<file path="config.mk">
export PLATFORM = sky130hd
export DESIGN_NAME = autorsp_gen
export DESIGN_NICKNAME = d
export VERILOG_FILES = /design/src/rtl/autorsp_pkg.sv /design/src/rtl/autorsp_rst_sync.sv /design/src/rtl/autorsp_policy.sv /design/src/rtl/autorsp_ctrl.sv /design/src/rtl/autorsp_gen.sv
export SDC_FILE = /design/constraint.sdc
export NUM_CORES = 1
export LEC_CHECK = 0
export CAP_MARGIN = 5
export CORE_ASPECT_RATIO = 0.9
export CORE_UTILIZATION = 49
export CTS_BUF_LIST = sky130_fd_sc_hd__clkbuf_4 sky130_fd_sc_hd__clkbuf_8 sky130_fd_sc_hd__clkbuf_16
export CTS_CLUSTER_DIAMETER = 50
export DETAILED_ROUTE_END_ITERATION = 8
export HOLD_SLACK_MARGIN = 0.05
export PLACE_DENSITY = 0.86
export RECOVER_POWER = 100
export SYNTH_ARGS = -nofsm -noshare
export SYNTH_HDL_FRONTEND = slang
export SYNTH_SLANG_ARGS = --single-unit
</file>
<file path="constraint.sdc">
create_clock -name clk -period 3.2 [get_ports clk]
set_input_delay 0.96 -clock clk [delete_from_list [all_inputs] [get_ports clk]]
set_output_delay 0.96 -clock clk [all_outputs]
set_load 0.02 [all_outputs]
</file>
<file path="src/rtl/autorsp_pkg.sv">
package autorsp_pkg;

  typedef enum logic [2:0] {
    CAUSE_OVERFLOW    = 3'd0,
    CAUSE_QUEUE_OFF   = 3'd1,
    CAUSE_ABORT_ERR   = 3'd2,
    CAUSE_SECURE      = 3'd3,
    CAUSE_WRITE_ABORT = 3'd4
  } cause_e;

  localparam logic [3:0] RC_SUCCESS = 4'b0000;
  localparam logic [3:0] RC_INVALID = 4'b0001;
  localparam logic [3:0] RC_FAILURE = 4'b1111;

  typedef enum logic [1:0] {
    ST_IDLE   = 2'd0,
    ST_LOOKUP = 2'd1,
    ST_EMIT   = 2'd2
  } state_e;

endpackage

</file>
<file path="src/rtl/autorsp_rst_sync.sv">
module autorsp_rst_sync #(
  parameter int STAGES = 2
) (
  input  logic clk,
  input  logic arst_n,
  output logic rst_n_o
);
  logic [STAGES-1:0] sync_q;

  always_ff @(posedge clk or negedge arst_n) begin
    if (!arst_n) sync_q <= '0;
    else         sync_q <= {sync_q[STAGES-2:0], 1'b1};
  end

  assign rst_n_o = sync_q[STAGES-1];
endmodule

</file>
<file path="src/rtl/autorsp_policy.sv">
module autorsp_policy
  import autorsp_pkg::*;
(
  input  logic       cause_i,
  input  logic       has_pasid_i,
  input  logic       substreams_i,
  input  logic       pasid_always_i,
  input  logic       lk_fail_i,
  input  logic       lk_pasid_req_i,
  output logic       need_lookup_o,
  output logic [3:0] code_o,
  output logic       echo_o
);
  // cause_i is 1 when the reason is queue overflow
  logic pasid_path;

  assign pasid_path    = cause_i & has_pasid_i & substreams_i;
  assign need_lookup_o = pasid_path & ~pasid_always_i;

  always_comb begin
    code_o = RC_SUCCESS;
    echo_o = 1'b0;
    if (!cause_i) begin
      code_o = RC_FAILURE;
    end else if (!pasid_path) begin
      code_o = RC_SUCCESS;
    end else if (pasid_always_i) begin
      echo_o = 1'b1;
    end else if (lk_fail_i) begin
      code_o = RC_FAILURE;
    end else begin
      echo_o = lk_pasid_req_i;
    end
  end
endmodule

</file>
<file path="src/rtl/autorsp_ctrl.sv">
module autorsp_ctrl
  import autorsp_pkg::*;
#(
  parameter int SID_W   = 32,
  parameter int PRG_W   = 9,
  parameter int PASID_W = 20
) (
  input  logic               clk,
  input  logic               rst_n,
  input  logic               req_valid,
  output logic               req_ready,
  input  logic [2:0]         req_cause,
  input  logic [SID_W-1:0]   req_sid,
  input  logic [PRG_W-1:0]   req_prg,
  input  logic               req_has_pasid,
  input  logic [PASID_W-1:0] req_pasid,
  output logic               sel_is_ovf,
  output logic               sel_has_pasid,
  input  logic               need_lookup,
  input  logic [3:0]         dec_code,
  input  logic               dec_echo,
  output logic               lk_valid,
  output logic [SID_W-1:0]   lk_sid,
  input  logic               lk_done,
  output logic               rsp_valid,
  output logic [3:0]         rsp_code,
  output logic [SID_W-1:0]   rsp_sid,
  output logic [PRG_W-1:0]   rsp_prg,
  output logic               rsp_has_pasid,
  output logic [PASID_W-1:0] rsp_pasid
);
  state_e st_q, st_d;

  logic [2:0]         cause_q;
  logic               hp_q;
  logic [SID_W-1:0]   sid_q;
  logic [PRG_W-1:0]   prg_q;
  logic [PASID_W-1:0] pasid_q;

  logic               idle, accept, load_rsp;
  logic [2:0]         sel_cause;
  logic [SID_W-1:0]   sel_sid;
  logic [PRG_W-1:0]   sel_prg;
  logic [PASID_W-1:0] sel_pasid;

  assign idle   = (st_q == ST_IDLE);
  assign accept = idle & req_valid;

  // live inputs while idle, latched copy afterwards
  assign sel_cause     = idle ? req_cause     : cause_q;
  assign sel_has_pasid = idle ? req_has_pasid : hp_q;
  assign sel_sid       = idle ? req_sid       : sid_q;
  assign sel_prg       = idle ? req_prg       : prg_q;
  assign sel_pasid     = idle ? req_pasid     : pasid_q;
  assign sel_is_ovf    = (sel_cause == CAUSE_OVERFLOW);

  assign load_rsp = (accept & ~need_lookup) | ((st_q == ST_LOOKUP) & lk_done);

  always_comb begin
    st_d = st_q;
    unique case (st_q)
      ST_IDLE:   if (req_valid) st_d = need_lookup ? ST_LOOKUP : ST_EMIT;
      ST_LOOKUP: if (lk_done)   st_d = ST_EMIT;
      ST_EMIT:                  st_d = ST_IDLE;
      default:                  st_d = ST_IDLE;
    endcase
  end

  always_ff @(posedge clk or negedge rst_n) begin
    if (!rst_n) st_q <= ST_IDLE;
    else        st_q <= st_d;
  end

  always_ff @(posedge clk) begin
    if (accept) begin
      cause_q <= req_cause;
      hp_q    <= req_has_pasid;
      sid_q   <= req_sid;
      prg_q   <= req_prg;
      pasid_q <= req_pasid;
    end
  end

  always_ff @(posedge clk) begin
    if (load_rsp) begin
      rsp_code      <= dec_code;
      rsp_sid       <= sel_sid;
      rsp_prg       <= sel_prg;
      rsp_has_pasid <= dec_echo;
      rsp_pasid     <= dec_echo ? sel_pasid : '0;
    end
  end

  assign req_ready = idle;
  assign lk_valid  = (st_q == ST_LOOKUP);
  assign lk_sid    = sid_q;
  assign rsp_valid = (st_q == ST_EMIT);
endmodule

</file>
<file path="src/rtl/autorsp_gen.sv">
module autorsp_gen #(
  parameter int SID_W   = 32,
  parameter int PRG_W   = 9,
  parameter int PASID_W = 20
) (
  input  logic               clk,
  input  logic               rst_n,
  input  logic               req_valid,
  output logic               req_ready,
  input  logic [2:0]         req_cause,
  input  logic [SID_W-1:0]   req_sid,
  input  logic [PRG_W-1:0]   req_prg,
  input  logic               req_has_pasid,
  input  logic [PASID_W-1:0] req_pasid,
  input  logic               cfg_substreams,
  input  logic               cfg_pasid_always,
  output logic               lk_valid,
  output logic [SID_W-1:0]   lk_sid,
  input  logic               lk_done,
  input  logic               lk_fail,
  input  logic               lk_pasid_req,
  output logic               rsp_valid,
  output logic [3:0]         rsp_code,
  output logic [SID_W-1:0]   rsp_sid,
  output logic [PRG_W-1:0]   rsp_prg,
  output logic               rsp_has_pasid,
  output logic [PASID_W-1:0] rsp_pasid
);
  logic       rst_sync_n;
  logic       sel_is_ovf, sel_has_pasid, need_lookup, dec_echo;
  logic [3:0] dec_code;

  autorsp_rst_sync #(.STAGES(2)) i_rst_sync (
    .clk     (clk),
    .arst_n  (rst_n),
    .rst_n_o (rst_sync_n)
  );

  autorsp_policy i_policy (
    .cause_i        (sel_is_ovf),
    .has_pasid_i    (sel_has_pasid),
    .substreams_i   (cfg_substreams),
    .pasid_always_i (cfg_pasid_always),
    .lk_fail_i      (lk_fail),
    .lk_pasid_req_i (lk_pasid_req),
    .need_lookup_o  (need_lookup),
    .code_o         (dec_code),
    .echo_o         (dec_echo)
  );

  autorsp_ctrl #(.SID_W(SID_W), .PRG_W(PRG_W), .PASID_W(PASID_W)) i_ctrl (
    .clk           (clk),
    .rst_n         (rst_sync_n),
    .req_valid     (req_valid),
    .req_ready     (req_ready),
    .req_cause     (req_cause),
    .req_sid       (req_sid),
    .req_prg       (req_prg),
    .req_has_pasid (req_has_pasid),
    .req_pasid     (req_pasid),
    .sel_is_ovf    (sel_is_ovf),
    .sel_has_pasid (sel_has_pasid),
    .need_lookup   (need_lookup),
    .dec_code      (dec_code),
    .dec_echo      (dec_echo),
    .lk_valid      (lk_valid),
    .lk_sid        (lk_sid),
    .lk_done       (lk_done),
    .rsp_valid     (rsp_valid),
    .rsp_code      (rsp_code),
    .rsp_sid       (rsp_sid),
    .rsp_prg       (rsp_prg),
    .rsp_has_pasid (rsp_has_pasid),
    .rsp_pasid     (rsp_pasid)
  );
endmodule

</file>
# Yosys cells after proc, flatten, opt, wreduce, memory -nomap -nowiden
# Cells that the tools add are included.
[word_totals]
register_bits = 135
in_bits = 73
out_inout_bits = 101
[classes]
eq_ne = 4
muxes = 16
n_bitwise = 9
reduce_logical = 3
[ops]
columns = ["op", "n"]
rows = [
  ["$mux W32", 1],
  ["$mux W20", 1],
  ["$mux W4", 3],
  ["$mux W9", 1],
  ["$and A1 B1 Y1", 6],
  ["$mux W2", 3],
  ["$mux W1", 5],
  ["$pmux W2 S2", 1],
  ["$logic_not A3 Y1", 1],
  ["$mux W3", 1],
  ["$eq A2 B1 Y1 const B", 1],
  ["$eq A2 B2 Y1 const B", 1],
  ["$logic_not A2 Y1", 1],
  ["$ne A2 B1 Y1 const B", 1],
  ["$ne A2 B2 Y1 const B", 1],
  ["$not A1 Y1", 2],
  ["$reduce_and A2 Y1", 1],
  ["$or A1 B1 Y1", 1],
]

# Longest topological paths before layout
# Gate-level depths: netlist of run 1.
[logic_depth]
depth_word = 9
ltp_mapped = 5
ltp_nobuf = 4

# Modules after synthesis
# A second synthesis of run 1 with hierarchy kept.
[hier_totals]
hier_cells = 279
hier_area_um2 = 5123.7
[modules_own_cells]
columns = ["module", "instances", "cells_per_inst", "area_per_inst_um2"]
rows = [
  ["autorsp_ctrl", 1, 266, 5007.3],
  ["autorsp_policy", 1, 10, 62.6],
  ["autorsp_rst_sync", 1, 3, 53.8],
]

# Worst setup path after synthesis of run 1
# OpenSTA, ideal clock, no wires.
[synth_timing]
path_kind = "input to register"
startpoint = "input port req_cause[0]"
endpoint = "register i_ctrl.rsp_code[2], enable pin"
arrival_time_ns = 5.559
required_time_ns = 2.629
path_slack_ns = -2.930
cell_stages = 3
n_path_buf = 0
cell_sequence = "or3_4 > nor3_1 > o21ai_0"
[synth_via]
elab_chain_cells = 8
[synth_rtl]
columns = ["item", "line", "source"]
rows = [
  ["start: declaration", "autorsp_gen.sv:10", "input logic [2:0] req_cause,"],
  ["$mux W3", "autorsp_ctrl.sv:50", "assign sel_cause = idle ? req_cause : cause_q;"],
  ["$logic_not A3 Y1", "autorsp_ctrl.sv:55", "assign sel_is_ovf = (sel_cause == CAUSE_OVERFLOW);"],
  ["$and A1 B1 Y1 (2 in series)", "autorsp_policy.sv:17", "assign pasid_path = cause_i & has_pasid_i & substreams_i;"],
  ["$and A1 B1 Y1", "autorsp_policy.sv:18", "assign need_lookup_o = pasid_path & ~pasid_always_i;"],
  ["$not A1 Y1", "autorsp_ctrl.sv:57", "assign load_rsp = (accept & ~need_lookup) | ((st_q == ST_LOOKUP) & lk_done);"],
  ["$and A1 B1 Y1", "autorsp_ctrl.sv:57", ""],
  ["$or A1 B1 Y1", "autorsp_ctrl.sv:57", ""],
  ["net i_ctrl.load_rsp", "autorsp_ctrl.sv:40", "logic idle, accept, load_rsp;"],
  ["end signal: assignment", "autorsp_ctrl.sv:86", "rsp_code <= dec_code;"],
  ["end: declaration", "autorsp_ctrl.sv:26", "output logic [3:0] rsp_code,"],
]
# The timed path passes the listed nets, and every way through them passes these cells.
# A chain may end at the register's enable or synchronous reset.

# Worst setup path after layout of run 1
[layout_timing]
startpoint = "register i_ctrl.st_q[0]"
endpoint = "output port req_ready"
[layout_via]
elab_chain_cells = 1
[layout_rtl]
columns = ["item", "line", "source"]
rows = [
  ["start: declaration", "autorsp_ctrl.sv:32", "state_e st_q, st_d;"],
  ["start signal: assignment", "autorsp_ctrl.sv:71", "else st_q <= st_d;"],
  ["$logic_not A2 Y1", "autorsp_ctrl.sv:46", "assign idle = (st_q == ST_IDLE);"],
  ["end: declaration", "autorsp_gen.sv:9", "output logic req_ready,"],
]
# Every way passes these cells.

==> results of run 1 <==
-- cells in the final DEF, fill, tap and decap left out, drive strengths merged --
| master | n |
|---|---|
| dlygate4sd3 | 169 |
| edfxtp | 128 |
| mux2 | 41 |
| clkbuf | 24 |
| mux2i | 21 |
| nor3 | 21 |
| clkdlybuf4s50 | 5 |
| clkinv | 5 |
| bufinv | 4 |
| dfrtp | 4 |
| inv | 4 |
| nand2 | 3 |
| clkinvlp | 3 |
| or3 | 2 |
| o21ai | 2 |
| buf | 2 |
| diode | 1 |
| or2 | 1 |
| nand2b | 1 |
| nor2b | 1 |
| o211ai | 1 |
| o32a | 1 |
| a21oi | 1 |
| nor2 | 1 |
| o31ai | 1 |
| o32ai | 1 |
| conb | 1 |
-- routing by layer --
layer  vias up  GRT usage (%)
li1       1363              -
met3        14           8.61
met1      1462           25.5
met2       131           34.3
met5         -              0
met4         2           8.94
-- registers in the layout (all words and copies together) (netlist names), 2 cells and up --
| signal | flops |
|---|---|
| i_ctrl.pasid_q | 20 |
| i_rst_sync.sync_q | 2 |
| i_ctrl.rsp_prg | 9 |
| i_ctrl.prg_q | 9 |
| i_ctrl.st_q | 2 |
| i_ctrl.lk_sid | 32 |
| i_ctrl.cause_q | 3 |
| i_ctrl.rsp_sid | 32 |
| i_ctrl.rsp_pasid | 20 |
-- power by group --
| group | total (uW) | switching [uW] | internal [uW] |
|---|---|---|---|
| registers | 2070 | 34.1 | 2040 |
| logic | 545 | 293 | 253 |
| clock network | 2020 | 703 | 1320 |
-- logic make-up after synthesis --
| kind of cell | synth area share [%] |
|---|---|
| buffers and inverters | 1.94 |
| DFF | 78.4 |
| muxes | 13.4 |
| AOI/OAI and AO/OA | 1.22 |
| other | 0.0745 |
| and+or+nand+nor | 5.05 |
-- per-stage QoR --
step	cells	instance area, um^2	setup WS [ns]
2_1_floorplan	249	5040	0.422
4_1_cts	574	7560	0.372
6_report	575	7530	0.321
3_5_place_dp	542	6930	0.280
5_1_grt	575	7530	0.223
3_3_place_gp	542	6930	0.338
-- worst max path at each step --
| stage | slack (ns) | to | depth (start not counted) |
|---|---|---|---|
| 2_1_floorplan | 0.42 | i_ctrl.cause_q[0] | 2 |
| 3_3_place_gp | 0.34 | i_ctrl.rsp_sid[3] | 5 |
| 3_5_place_dp | 0.28 | i_ctrl.rsp_sid[0] | 5 |
| 4_1_cts | 0.37 | req_ready | 3 |
| 5_1_grt | 0.22 | i_ctrl.rsp_pasid[10] | 5 |
| 6_report | 0.32 | req_ready | 3 |
-- worst max-delay path, delay by kind of cell, from the launching register on --
family	cells	cell delay [ns]
buffers and inverters	2	0.82
and+or+nand+nor	1	0.28
DFF	1	0.41
-- area by class of cell --
| class | count | area, um^2 | area share (%) |
|---|---|---|---|
| antenna | 1 | 2.50 | 0.0332 |
| sequential | 132 | 3940 | 52.4 |
| inverter | 4 | 15.0 | 0.199 |
| tap | 126 | 158 | 2.09 |
| clock buffer | 19 | 440 | 5.85 |
| multi-input combinational | 100 | 990 | 13.1 |
| timing repair buffer | 181 | 1800 | 23.9 |
| clock inverter | 12 | 183 | 2.43 |
==> flow_summary.json, run 1 <==
{
  "reg2reg_slack_ns": 0.40,
  "ctsResizeCount": 0,
  "crit_fanout": 4,
  "postCtsSetupRepairBufs": 0,
  "wl_per_cell_um": 18.9,
  "failed_checks": "max-capacitance violations, max-slew violations",
  "drv_cap": 1,
  "cts-root-buf": "clkbuf_16",
  "drive_gt1_share_pct": 22.1,
  "crit_chain": "or2_4 -> inv_2 -> dlygate4sd3_1",
  "finalSetupViolCount": 0,
  "tightest_slew_ns": 1.77,
  "wl_met3_um": 927,
  "synthFlopType": "edfxtp_1",
  "clk_latency_ns": 0.40,
  "hold_depth": 0,
  "utilization_pct": 76.6,
  "rsz0062_at_grt": "false",
  "cts_buffers": 17,
  "async_reset_ff_share_pct": 3.03,
  "rr_worst_depth": 5,
  "die_height_um": 98.1,
  "synth-edff-count": 128,
  "grt-ovfl-total": 0,
  "final_nets": 509,
  "fillers": 601,
  "num_rows": 34,
  "core_um2": 9830,
  "avgSynthCellArea_um2": 20.2,
  "wl_met2_mm": 5.44,
  "dr.pass1.iters": 4,
  "synth_seq_cells": 132,
  "ys_seq_area_share_pct": 78.4,
  "synthesis.area_um2": 5030,
  "drcViolationCount": 0,
  "netlist_top_cells_area": "edfxtp_1 76%, mux2_2 8.5%, mux2i_1 4.2%",
  "place_congestion": 0.721,
  "syn-num-nets": 322,
  "skew_ns": 0.00852,
  "min_path_type": "reg -> reg",
  "r2r-end": "i_ctrl.rsp_pasid[10]",
  "final_antenna_net_count": 0,
  "viasPerCell": 5.17,
  "cts_tree": "yes",
  "num_io_pins": 174,
  "die_x_um": 109,
  "fmax_mhz": 347,
  "holdWs_ns": 0.349,
  "crit_arrival_ns": 1.92,
  "cp-end-kind": "primary output",
  "grt_pass1_vias": 3186,
  "min_period_ns": 2.88,
  "ys_warn_count": 0,
  "regToRegStartpoint": "i_ctrl.st_q[0]",
  "htreeDepth": 4,
  "clk_pin_slew_worst_paths_ns": 0.06,
  "antenna_found_initial": 2,
  "wl_met1_mm": 4.34,
  "wl_mm": 10.9,
  "syn_to_final_growth_pct": 49.6,
  "status": "finished, violations left",
  "cpMaxStageDelayCell": "dlygate4sd3_1",
  "hold_viol": 0,
  "cp-startpoint": "i_ctrl.st_q[0]",
  "ys_types": 27,
  "min_from": "i_rst_sync.sync_q[0]",
  "maxSlewViolCount": 62,
  "finalSetupTns_ns": 0,
  "post-route-period-util_pct": 90.0,
  "cts.path.max_buffers": 2,
  "drt_iter0_drc": 101,
  "synthCells": 249,
  "p_leak_uw": 0.00274,
  "grt_use_total_pct": 21.4,
  "max_stage_delay_ns": 0.74,
  "power_density_nw_per_um2": 617,
  "grt_pass1_wl_mm": 16.7,
  "critPathKind": "reg -> out",
  "grt_start_max_net_pins": 62,
  "dieArea_um2": 10700,
  "cp-start-kind": "flop",
  "hold_end": "i_rst_sync.sync_q[1]",
  "hpwl_mm": 7.39,
  "cts.sinks": 132,
  "power_uw": 4640,
  "vdd_drop_max_v": 0.000382,
  "port_buffers": 173,
  "netlist_top_cells_count": "128 x edfxtp_1, 38 x mux2_2, 21 x mux2i_1, 19 x nor3_2, 6 x buf_2",
  "yosys.area.top_type": "edfxtp_1",
  "via_count": 2972,
  "cts.hold.buffers_added": 1,
  "max_slew_margin_pct": -18.0,
  "yosysMostFrequentCell": "edfxtp_1",
  "synth_top_cell_area_share_pct": 76.4,
  "top_layer_used": "met5",
  "start_util_pct": 51.2,
  "worst_ep_required_time_ns": 2.24
}
No activity file was read; power rests on OpenSTA's default activity.
==> inputs of run 2 (changes only) <==
CAP_MARGIN = default   (was 5)
==> results of run 2 <==
Final layout, timing and power as in run 1 (identical DEF).
==> inputs of run 3 (changes only) <==
SLEW_MARGIN = 40   (was default)
==> flow_summary.json, run 3 (synthesized netlist as in run 1, its figures left out) <==
{
  "cts_buffers": 17,
  "worst_ep_required_time_ns": 2.24,
  "grt_pass1_wl_mm": 16.9,
  "start_util_pct": 51.2,
  "status": "finished, violations left",
  "cp-start-kind": "flop",
  "finalSetupViolCount": 0,
  "rsz0062_at_grt": "false",
  "switching_power_uw": 1030,
  "final_antenna_net_count": 0,
  "hold_viol": 0,
  "min_period_ns": 2.92,
  "maxSlewViolCount": 62,
  "die_height_um": 98.1,
  "drive_gt1_share_pct": 21.2,
  "power_uw": 4640,
  "crit_path_end": "req_ready",
  "clk_pin_slew_worst_paths_ns": 0.06,
  "tightest_slew_ns": 1.76,
  "skew_ns": 0.00907,
  "finalSetupTns_ns": 0,
  "hpwl_mm": 7.38,
  "r2r-end": "i_ctrl.rsp_pasid[10]",
  "clkPwrFrac_pct": 43.5,
  "grt-ovfl-total": 0,
  "drcViolationCount": 0,
  "crit_arrival_ns": 1.96,
  "critPathKind": "reg -> out",
  "fmax_mhz": 342,
  "power_density_nw_per_um2": 617,
  "grt_start_max_net_pins": 62,
  "syn_to_final_growth_pct": 49.3,
  "wl_mm": 11.0,
  "switching_share_pct": 22.1,
  "cp-startpoint": "i_ctrl.st_q[0]",
  "vdd_drop_max_v": 0.000480,
  "cts.sinks": 132,
  "num_rows": 34,
  "postCtsSetupRepairBufs": 0,
  "failed_checks": "max-capacitance violations, max-slew violations",
  "p_leak_uw": 0.00274,
  "cp-end-kind": "primary output",
  "cts.path.max_buffers": 2,
  "htreeDepth": 4,
  "rr_worst_depth": 5,
  "num_io_pins": 174,
  "regToRegStartpoint": "i_ctrl.st_q[0]",
  "ctsResizeCount": 0,
  "combPwrFrac_pct": 11.7,
  "antenna_found_initial": 2,
  "cts-root-buf": "clkbuf_16",
  "max_slew_margin_pct": -17.2,
  "cts.hold.buffers_added": 1,
  "holdWs_ns": 0.350,
  "cts_tree": "yes",
  "crit_fanout": 4,
  "setup_slack_ns": 0.276,
  "final_nets": 509,
  "grt_pass1_vias": 3152,
  "post-route-period-util_pct": 91.4,
  "intPower_uw": 3610,
  "reg2reg_slack_ns": 0.36,
  "clk_latency_ns": 0.40,
  "port_buffers": 173,
  "min_path_type": "reg -> reg",
  "layout_commonest_cell": "dlygate4sd3_1",
  "wl_per_cell_um": 19.0,
  "via_count": 2966,
  "drv_cap": 1,
  "post-place-ws_ns": 0.277,
  "core_um2": 9830,
  "place_congestion": 0.721,
  "dr.pass1.iters": 4,
  "viasPerCell": 5.15,
  "grt_use_total_pct": 21.8,
  "power_frac_seq_pct": 44.7,
  "dieArea_um2": 10700,
  "final_cell_mix": "169 x dlygate4sd3_1, 128 x edfxtp_1, 37 x mux2_2",
  "die_x_um": 109,
  "drt_iter0_drc": 91
}
## run 3: cell count changes in the layout (fill, tap and decap cells not counted)
cell | before | now
mux2_1 | 3 | 4
or2_0 | 0 | 1
clkinv_1 | 0 | 1
mux2_2 | 38 | 37
clkinvlp_4 | 3 | 2
clkinv_2 | 1 | 2
clkbuf_4 | 3 | 2
nor3_1 | 2 | 4
buf_2 | 0 | 1
nor3_2 | 19 | 17
or2_4 | 1 | 0
## run 3: worst min path at each step
| stage | start | end | slack [ns] | depth (start not counted) |
|---|---|---|---|---|
| global placement | i_rst_sync.sync_q[1] | i_ctrl.st_q[1] | 0.02 | 0 |
| floorplan | i_rst_sync.sync_q[1] | i_ctrl.st_q[0] | 0.01 | 0 |
| CTS | i_rst_sync.sync_q[0] | i_rst_sync.sync_q[1] | 0.35 | 0 |
| detailed placement | i_rst_sync.sync_q[1] | i_ctrl.st_q[1] | 0.02 | 0 |
| finish | i_rst_sync.sync_q[0] | i_rst_sync.sync_q[1] | 0.35 | 0 |
| global route | i_rst_sync.sync_q[0] | i_rst_sync.sync_q[1] | 0.35 | 0 |
## run 3: critical path: stages (launching register included)
cell and delay (ns):
dfrtp_1 0.41, or2_0 0.31, inv_2 0.11, dlygate4sd3_1 0.73
## run 3: layout make-up
cell class	count	area, um^2
flip-flops and latches	132	3940
fillers	588	2310
repair buffers	181	1790
multi-input cells	100	977
clock buffers	19	440
clock inverters	13	184
well taps	126	158
inverters	4	15.0
diodes	1	2.50
## run 3: layer usage
metal / vias up / track usage, % / routed length [um]
met2: 134 / 35.6 / 5620
met5: - / 0 / 13
li1: 1361 / - / -
met4: 2 / 8.42 / 138
met1: 1456 / 25.5 / 4150
met3: 13 / 9.08 / 1030
## run 3: power groups by stage
stage | registers (uW) | clock network, uW | logic, uW
floorplan | 2210 | 0 | 176
global placement | 2110 | 0 | 582
detailed placement | 2110 | 0 | 594
CTS | 2080 | 2050 | 600
global route | 2080 | 2130 | 576
finish | 2070 | 2020 | 543
## run 3: stage by stage
| stage | util (%) | cell area, um^2 | cells |
|---|---|---|---|
| finish | 76.5 | 7510 | 576 |
| global route | 76.5 | 7510 | 576 |
| CTS | 77.0 | 7570 | 575 |
| detailed placement | 70.6 | 6940 | 542 |
| global placement | 70.5 | 6930 | 542 |
| floorplan | - | 5040 | 249 |
